==> config.mk <==
export PLATFORM = sky130hd
export DESIGN_NAME = psw_unit
export DESIGN_NICKNAME = d
export VERILOG_FILES = /design/src/rtl/psw_pkg.sv /design/src/rtl/psw_next.sv /design/src/rtl/psw_sp_bank.sv /design/src/rtl/psw_unit.sv
export SDC_FILE = /design/constraint.sdc
export NUM_CORES = 1
export LEC_CHECK = 0
export BUFFER_PORTS_ARGS = -buffer_cell sky130_fd_sc_hd__buf_2
export CAP_MARGIN = 30
export CORE_AREA = 3 3 96 98
export DETAILED_ROUTE_END_ITERATION = 6
export DIE_AREA = 0 0 99 101
export PLACE_DENSITY = 0.78
export SLEW_MARGIN = 25
export SYNTH_ARGS = -nofsm -noshare
export SYNTH_HDL_FRONTEND = slang
export SYNTH_SLANG_ARGS = --single-unit
==> constraint.sdc <==
create_clock -name clk -period 3.8 [get_ports clk]
set_input_delay 0.19 -clock clk [delete_from_list [all_inputs] [get_ports clk]]
set_output_delay 0.19 -clock clk [all_outputs]
set_load 0.02 [all_outputs]
==> src/rtl/psw_pkg.sv <==
package psw_pkg;

   typedef struct packed {
      logic [1:0] cm;
      logic [1:0] pm;
      logic       rs;
      logic [2:0] rsv;
      logic [2:0] prio;
      logic       t;
      logic       n;
      logic       z;
      logic       v;
      logic       c;
   } psw_t;

   typedef enum logic [2:0] {
      UPD_NONE,
      UPD_TRAP,
      UPD_FULL,
      UPD_MM,
      UPD_LIM,
      UPD_CC
   } upd_kind_e;

endpackage

==> src/rtl/psw_next.sv <==
module psw_next
   import psw_pkg::*;
#(
   parameter bit MODE2_AS_3 = 1'b1
) (
   input  psw_t       cur,
   input  upd_kind_e  kind,
   input  logic [15:0] ld_word,
   input  logic [15:0] wr_word,
   input  logic [15:0] trap_word,
   input  logic [3:0]  cc_word,
   output psw_t       nxt
);

   psw_t raw;
   psw_t w_ld;
   psw_t w_mm;
   psw_t w_trap;

   always_comb begin
      w_ld   = psw_t'(ld_word);
      w_mm   = psw_t'(wr_word | {2'b00, cur.cm, 12'h000});
      w_trap = psw_t'(trap_word | {2'b00, cur.cm, 12'h000});
   end

   always_comb begin
      raw = cur;
      unique case (kind)
         UPD_TRAP: raw = w_trap;
         UPD_FULL: raw = w_ld;
         UPD_MM: begin
            raw    = w_mm;
            raw.rs = wr_word[11];
         end
         UPD_LIM: begin
            raw.c  = w_ld.c;
            raw.v  = w_ld.v;
            raw.z  = w_ld.z;
            raw.n  = w_ld.n;
            raw.t  = w_ld.t;
            raw.rs = cur.rs | w_ld.rs;
            raw.pm = cur.pm | w_ld.pm;
            raw.cm = cur.cm | w_ld.cm;
         end
         UPD_CC: begin
            raw.n = cc_word[3];
            raw.z = cc_word[2];
            raw.v = cc_word[1];
            raw.c = cc_word[0];
         end
         default: raw = cur;
      endcase
      raw.rsv = 3'b000;
   end

   generate
      if (MODE2_AS_3) begin : g_remap
         always_comb begin
            nxt = raw;
            if (raw.cm == 2'd2) nxt.cm = 2'd3;
         end
      end else begin : g_plain
         always_comb nxt = raw;
      end
   endgenerate

endmodule

==> src/rtl/psw_sp_bank.sv <==
module psw_sp_bank #(
   parameter int SP_W      = 16,
   parameter int NUM_MODES = 4
) (
   input  logic                           clk,
   input  logic                           rst_n,
   input  logic [$clog2(NUM_MODES)-1:0]   cur_mode,
   input  logic [$clog2(NUM_MODES)-1:0]   nxt_mode,
   input  logic                           sp_wr,
   input  logic [SP_W-1:0]                sp_wdata,
   output logic [SP_W-1:0]                sp
);

   localparam int MODE_W = $clog2(NUM_MODES);

   generate
      if (NUM_MODES < 2 || (1 << MODE_W) != NUM_MODES) begin : g_bad_modes
         $error("psw_sp_bank: NUM_MODES must be a power of two of at least 2");
      end
      if (SP_W < 1) begin : g_bad_width
         $error("psw_sp_bank: SP_W must be positive");
      end
   endgenerate

   logic [SP_W-1:0] slot [NUM_MODES];
   logic [SP_W-1:0] sp_q;
   logic [SP_W-1:0] save_val;
   logic            chg;

   assign chg      = (nxt_mode != cur_mode);
   assign save_val = sp_wr ? sp_wdata : sp_q;

   generate
      for (genvar g = 0; g < NUM_MODES; g++) begin : g_slot
         always_ff @(posedge clk) begin
            if (!rst_n) begin
               slot[g] <= '0;
            end else if (chg && cur_mode == MODE_W'(g)) begin
               slot[g] <= save_val;
            end
         end
      end
   endgenerate

   always_ff @(posedge clk) begin
      if (!rst_n) begin
         sp_q <= '0;
      end else if (chg) begin
         sp_q <= slot[nxt_mode];
      end else if (sp_wr) begin
         sp_q <= sp_wdata;
      end
   end

   assign sp = sp_q;

   // with no mode change and no write, the live pointer holds
   p_sp_hold_r5: assert property (@(posedge clk) disable iff (!rst_n)
      (!chg && !sp_wr) |=> $stable(sp_q));

   // a plain write without a mode change lands in the live pointer
   p_sp_write_r5: assert property (@(posedge clk) disable iff (!rst_n)
      (!chg && sp_wr) |=> (sp_q == $past(sp_wdata)));

endmodule

==> src/rtl/psw_unit.sv <==
module psw_unit
   import psw_pkg::*;
#(
   parameter int SP_W       = 16,
   parameter int NUM_MODES  = 4,
   parameter bit MODE2_AS_3 = 1'b1
) (
   input  logic        clk,
   input  logic        rst_n,
   input  logic        trap_ld,
   input  logic        full_ld,
   input  logic        mm_wr,
   input  logic        lim_ld,
   input  logic        cc_wr,
   input  logic [15:0] trap_word,
   input  logic [15:0] ld_word,
   input  logic [15:0] wr_word,
   input  logic [3:0]  cc_word,
   input  logic        sp_wr,
   input  logic [15:0] sp_wdata,
   output logic [15:0] psw,
   output logic [1:0]  cur_mode,
   output logic [2:0]  prio,
   output logic [15:0] sp,
   output logic [15:0] push_word,
   output logic        rs_swap
);

   localparam int WORD_W = $bits(psw_t);

   generate
      if (WORD_W != 16) begin : g_bad_word
         $error("psw_unit: status word layout must be 16 bits");
      end
      if (SP_W != 16 || NUM_MODES != 4) begin : g_bad_cfg
         $error("psw_unit: port widths need SP_W 16 and NUM_MODES 4");
      end
   endgenerate

   psw_t      psw_q;
   psw_t      psw_d;
   upd_kind_e kind;
   logic [15:0] push_q;
   logic        swap_q;

   always_comb begin
      if (trap_ld)      kind = UPD_TRAP;
      else if (full_ld) kind = UPD_FULL;
      else if (mm_wr)   kind = UPD_MM;
      else if (lim_ld)  kind = UPD_LIM;
      else if (cc_wr)   kind = UPD_CC;
      else              kind = UPD_NONE;
   end

   psw_next #(.MODE2_AS_3(MODE2_AS_3)) u_next (
      .cur       (psw_q),
      .kind      (kind),
      .ld_word   (ld_word),
      .wr_word   (wr_word),
      .trap_word (trap_word),
      .cc_word   (cc_word),
      .nxt       (psw_d)
   );

   psw_sp_bank #(.SP_W(SP_W), .NUM_MODES(NUM_MODES)) u_bank (
      .clk      (clk),
      .rst_n    (rst_n),
      .cur_mode (psw_q.cm),
      .nxt_mode (psw_d.cm),
      .sp_wr    (sp_wr),
      .sp_wdata (sp_wdata),
      .sp       (sp)
   );

   always_ff @(posedge clk) begin
      if (!rst_n) begin
         psw_q  <= '0;
         push_q <= '0;
         swap_q <= 1'b0;
      end else begin
         psw_q  <= psw_d;
         swap_q <= (psw_d.rs != psw_q.rs);
         if (kind == UPD_TRAP) push_q <= psw_q;
      end
   end

   assign psw       = psw_q;
   assign cur_mode  = psw_q.cm;
   assign prio      = psw_q.prio;
   assign push_word = push_q;
   assign rs_swap   = swap_q;

   // the stored current mode never holds the value 2
   p_mode_not2_r4: assert property (@(posedge clk) disable iff (!rst_n)
      MODE2_AS_3 |-> (psw_q.cm != 2'd2));

   // a lone restricted load keeps the priority
   p_lim_prio_r3: assert property (@(posedge clk) disable iff (!rst_n)
      (lim_ld && !trap_ld && !full_ld && !mm_wr) |=> $stable(psw_q.prio));

   // a restricted load never clears a mode or register-set bit
   p_lim_raise_r3: assert property (@(posedge clk) disable iff (!rst_n)
      (lim_ld && !trap_ld && !full_ld && !mm_wr) |=>
      ((($past(psw_q[15:11]) & ~psw_q[15:11]) == 5'b0)));

   // a lone flag write leaves bits 15:4 untouched
   p_cc_only_r9: assert property (@(posedge clk) disable iff (!rst_n)
      (cc_wr && !trap_ld && !full_ld && !mm_wr && !lim_ld) |=>
      $stable(psw_q[15:4]));

   // a swap pulse only follows an actual register-set change
   p_swap_real_r8: assert property (@(posedge clk) disable iff (!rst_n)
      rs_swap |-> (psw_q.rs != $past(psw_q.rs)));

   // after a trap the push word carries the old status word
   p_trap_push_r6: assert property (@(posedge clk) disable iff (!rst_n)
      trap_ld |=> (push_q == $past(psw_q)));

   // the reserved bits always read as zero
   p_rsv_zero_r2: assert property (@(posedge clk) disable iff (!rst_n)
      psw_q.rsv == 3'b000);

endmodule

# Yosys cells after proc, flatten, opt, wreduce, memory -nomap -nowiden
# Memory sizes are Yosys's and may differ from the RTL's.
# Cells that the tools add are included.
# totals
n_memories	1
mem_bits_rw	64
inputBits	76
ff_bits	46
output_inout_bits	54
wordCells	72
# memory_table
memory	words	width	read_ports	rd_clocked_by_memory_dff	write_ports	line_no	source
u_bank.slot	4	16	1	0	4	psw_sp_bank.sv:25	logic [SP_W-1:0] slot [NUM_MODES];
# classes
n_eq_ne	11
reduce_logical	10
n_bitwise	9
n_mux	29
# op_table
operator	count
two-way mux 16 bit	6
bitwise OR 16 x 14 -> 16 bit	2
case mux 5 bit (4 select lines)	1
case mux 4 bit (4 select lines)	1
two-way mux 3 bit	5
two-way mux 1 bit	13
case mux 3 bit (3 select lines)	1
nonzero test 4 bit	2
== test 2 bit (second input constant)	3
== test 3 x 2 -> 1 bit (second input constant)	2
== test 3 bit (second input constant)	2
nonzero test 3 bit	2
bitwise OR 1 bit	5
logical AND 1 bit	4
bitwise OR 2 bit	2
== test 3 x 1 -> 1 bit (second input constant)	1
case mux 1 bit (3 select lines)	1
== test 2 x 1 -> 1 bit (second input constant)	1
logical NOT 2 bit	1
two-way mux 2 bit	1
!= test 2 bit	1
OR reduction 2 bit	1
!= test 1 bit	1

# Depth between registers and ports, before layout
# depth
ltp_word	15
depth_mapped	8
ltp_nobuf	5

# Cells and area by module
# A second synthesis with hierarchy kept.
# hier_totals
hier_cells	441
area_unflattened_um2	5301.3
# modules_own_cells
mod	n_inst	area_each_um2	cells_each	seq_area_each_um2
psw_sp_bank	1	3464.6	244	2242.2
psw_unit	1	1159.9	100	660.6
psw_next	1	676.9	97	0.0

# Least setup slack after synthesis
# Ideal clock, no wire load.
# synth_timing
kind	input-to-reg
startpoint	input port mm_wr
endpoint	memory u_bank.slot[1][0], enable pin
slack_ps	1036
required_ps	3389
t_arrival_ps	2352
path_buffers	1
cell_stages	6
setup_time_ps	411
cell_sequence	buf_2 nor3_2 and4b_1 a221oi_1 and3_1 o21ai_0
# synth_rtl
item	line_no	source
start: declaration	psw_unit.sv:12	input logic mm_wr,
end: declaration	psw_sp_bank.sv:25	

# Worst setup path after layout
# layout_timing
startpoint	input port trap_ld
endpoint	register u_bank.sp_q[2], in the netlist u_bank.sp[2]
# layout_between
elab_chain_len	7
word_cells_on_any_way	11
classes_between	6 x eq/ne; 4 x mux; 1 x memory
# layout_lines
item	line_no	source
start: declaration	psw_unit.sv:10	input logic trap_ld,
two-way mux 3 bit *	psw_unit.sv:47	if (trap_ld) kind = UPD_TRAP;
== test 3 bit (tied with other cells)	psw_next.sv:28	unique case (kind)
case mux 5 bit (4 select lines) *	psw_next.sv:28	
== test 2 bit	psw_next.sv:60	if (raw.cm == 2'd2) nxt.cm = 2'd3;
two-way mux 2 bit *	psw_next.sv:60	
memory read (4 x 16 bit) or != test 2 bit (tied branches)	n/a	
two-way mux 16 bit *	psw_sp_bank.sv:48	end else if (chg) begin
end signal: assignment	psw_sp_bank.sv:49	sp_q <= slot[nxt_mode];
end signal: assignment	psw_sp_bank.sv:51	sp_q <= sp_wdata;
end: declaration	psw_sp_bank.sv:26	logic [SP_W-1:0] sp_q;
# Every way passes the cells marked *; elsewhere a longest branch is shown, timed or not.
# A chain may end at the register's enable or synchronous reset.

==> impl_metrics.csv <==
group,metric,value,unit
timing,period_share,0.690,
drt,totalWireLength,10500,um
global_routing,grt_max_degree,33,
timing,slew_headroom,0.378,
clock_tree,cts_setup_buffers,0,
global_routing,grt_pass1_wl,16800,um
floorplan,die-area,10000,um2
logic_synthesis,yosys.area_share.adder,0,
logic_synthesis,synth_ff_type,"edfxtp_1",
power,p_leak,2.21,nW
logic_synthesis,ys_warn_count,0,
floorplan,fp.coreArea,8550,um2
critical_path,crit_path_start_kind,"input port",
run_status,status,"complete, no violations",
critical_path,crit_chain,"buf_2 -> or3_1 -> and2_1 -> a221o_1 -> or4_1 -> o32ai_1",
logic_synthesis,async_flop_share,0,
placement,dp_hpwl,7190,um
critical_path,cp_num_buf_inv,1,
final_layout,drive_above_1_share,0.300,
timing,clock_skew,0.00730,ns
drt,drc_errors,0,
logic_synthesis,synthCells,400,
global_routing,gr-usage-all-layers,0.213,
final_layout,layoutNonFillerInstCount,612,
logic_synthesis,yosysSeqAreaShare,0.540,
clock_tree,ctsResizeCount,0,
clock_tree,path_clk_slew,0.09,ns
clock_tree,cts_buffer_depth,2,
critical_path,critPathTopFamily,"simple AND/OR/NAND/NOR gates",
final_layout,final_nets,575,
clock_tree,cts_tree,"done",
critical_path,path_class,"input port to register",
logic_synthesis,synth.ff_latch_count,91,
placement,gp_congestion,0.846,
placement,dp.cells,595,
logic_synthesis,syn_area,4260,um2
critical_path,worst-path-max-fanout,32,
final_layout,area.growth.synth_to_final,18.3,%
timing,hold_ws,0.0738,ns
timing,fmax,382,MHz
timing,grt_setup_unrepaired,"no",
power,p_per_area,463,nW/um2
drt,viasPerCell,5.75,
logic_synthesis,synth-simple-area-share,0.158,
critical_path,critPathArrivalTime,2.88,ns
timing,period_needed,2.62,ns
clock_tree,cts.sinks,91,
job,cap_violations,0,
logic_synthesis,synth_top_family_by_area,"compound AO/OA/AOI/OAI gates",
global_routing,grt_pass1_vias,3403,
timing,worstMarginPinSlew,0.934,ns
critical_path,crit_slowest_cell,"or4_1",
logic_synthesis,synth_edf_count,48,
logic_synthesis,avgSynthCellArea,10.7,um2
drt,drt_iter0_drc,210,
critical_path,end_kind,"register",
final_layout,nFillCells,745,
final_layout,n_antenna_cell,0,
critical_path,required,4.06,ns
placement,portBuffers,114,
floorplan,placementRows,34,
logic_synthesis,synth_compound_area_frac,0.179,
timing,drv_slew,0,
floorplan,die_w,99,um
floorplan,ioPinCount,130,
critical_path,max_stage_delay,0.90,ns
drt,ant_nets,0,
clock_tree,cts_root_buf,"clkbuf_8",
clock_tree,cts_buffers,9,
timing,finalHoldViolations,0,
drt,avgRoutedWirePerCell,17.2,um
floorplan,die_h,101,um
logic_synthesis,synth.distinct_cells,53,
timing,fin_tns_setup,0,ns
clock_tree,cts_max_level,3,
floorplan,start_util,0.499,
worst_hold_path,hp-class,"input port to register",
clock_tree,ctsHoldBuffers,0,
power,vdd_drop_max,304,uV
global_routing,antenna_found_initial,0,
timing,setup_violations,0,
logic_synthesis,synth.area.mux_share,0.0704,
logic_synthesis,synthXorXnorAreaFrac,0,
global_routing,grt.overflow.total,0,
clock_tree,insertion_delay,0.36,ns
drt,dr.pass1.iters,4,
drt,vias,3519,
## routing by layer
layer / track usage / up-vias / routed length [um]
met3: 0.0491 / 17 / 706
met1: 0.262 / 1707 / 4400
met5: 0 / - / 0
met2: 0.368 / 132 / 5280
met4: 0.0746 / 0 / 127
li1: - / 1663 / -
## path summary, 6_finish.rpt
check / from / end / slack [ns] / cells after the start
max reg2reg: cur_mode[1]$_SDFF_PN0_ / u_bank.sp[2]$_SDFF_PN0_ / 1.21 / 4
min: ld_word[4] / psw[4]$_SDFFE_PN0P_ / 0.07 / 3
max: trap_ld / u_bank.sp[2]$_SDFF_PN0_ / 1.18 / 6
min reg2reg: push_word[4]$_SDFFE_PN0P_ / push_word[4]$_SDFFE_PN0P_ / 0.50 / 2
## where the power goes
group | switching [mW] | total [mW] | internal, mW | leakage, nW
clock | 0.343 | 0.669 | 0.326 | 0.100
sequential | 0.0459 | 1.18 | 1.14 | 0.863
combinational | 0.308 | 0.485 | 0.177 | 1.25
## sequential cells by signal, indices dropped and copies added, names as in the netlist
| signal | count |
|---|---|
| u_bank.sp | 16 |
| rs_swap | 1 |
| psw | 8 |
| cur_mode | 2 |
| u_bank.slot | 48 |
| prio | 3 |
| push_word | 13 |
## metrics by stage
step	power (mW)	cell area, um2	setup WS (ns)	utilization
after floorplan	1.53	4280	1.04	-
after global placement	1.67	4830	0.911	0.565
after detailed placement	1.69	4830	0.823	0.565
after CTS	2.35	5030	1.20	0.589
after global routing	2.44	5040	1.05	0.590
final	2.34	5040	1.18	0.590
## worst min-delay path: stages
cell     delay [ns]
buf_2          0.09
nand2_1        0.04
a21oi_1        0.05
## cell families after synthesis
logic type,Yosys count
AOI/OAI and AO/OA,92
buffers and inverters,43
other,1
and+or+nand+nor,143
muxes,30
DFF,91
## area by class of cell
type / instances / area (um2) / share of cell area
Timing Repair Buffer: 121 / 627 / 0.124
Clock inverter: 5 / 60.1 / 0.0119
Clock buffer: 11 / 141 / 0.0280
Inverter: 5 / 18.8 / 0.00372
Multi-Input combinational cell: 271 / 1760 / 0.349
Sequential cell: 91 / 2300 / 0.456
Tap cell: 108 / 135 / 0.0268
## synth_stat cells, drive strengths merged, types with 4 or more instances
master / n / share of area
a31oi: 4 / 0.0059
nand2: 14 / 0.012
nand2b: 7 / 0.010
and3: 17 / 0.025
mux2i: 30 / 0.070
nor2b: 5 / 0.0073
clkbuf: 19 / 0.017
o22ai: 6 / 0.010
inv: 5 / 0.0044
buf: 19 / 0.031
o21ai: 11 / 0.013
dfxtp: 43 / 0.20
o32ai: 16 / 0.050
a21oi: 12 / 0.014
edfxtp: 48 / 0.34
nor2: 85 / 0.075
a211oi: 15 / 0.026
a22oi: 4 / 0.0070
## cells in the final DEF (no fill, tap or decap), types with 12 or more instances in the layout
cell type	n
nor2_1	85
mux2i_1	30
and3_1	17
nand2_1	14
a211oi_1	15
buf_2	114
edfxtp_1	48
dfxtp_1	43
a21oi_1	12
(Power assumes the default switching activity.)
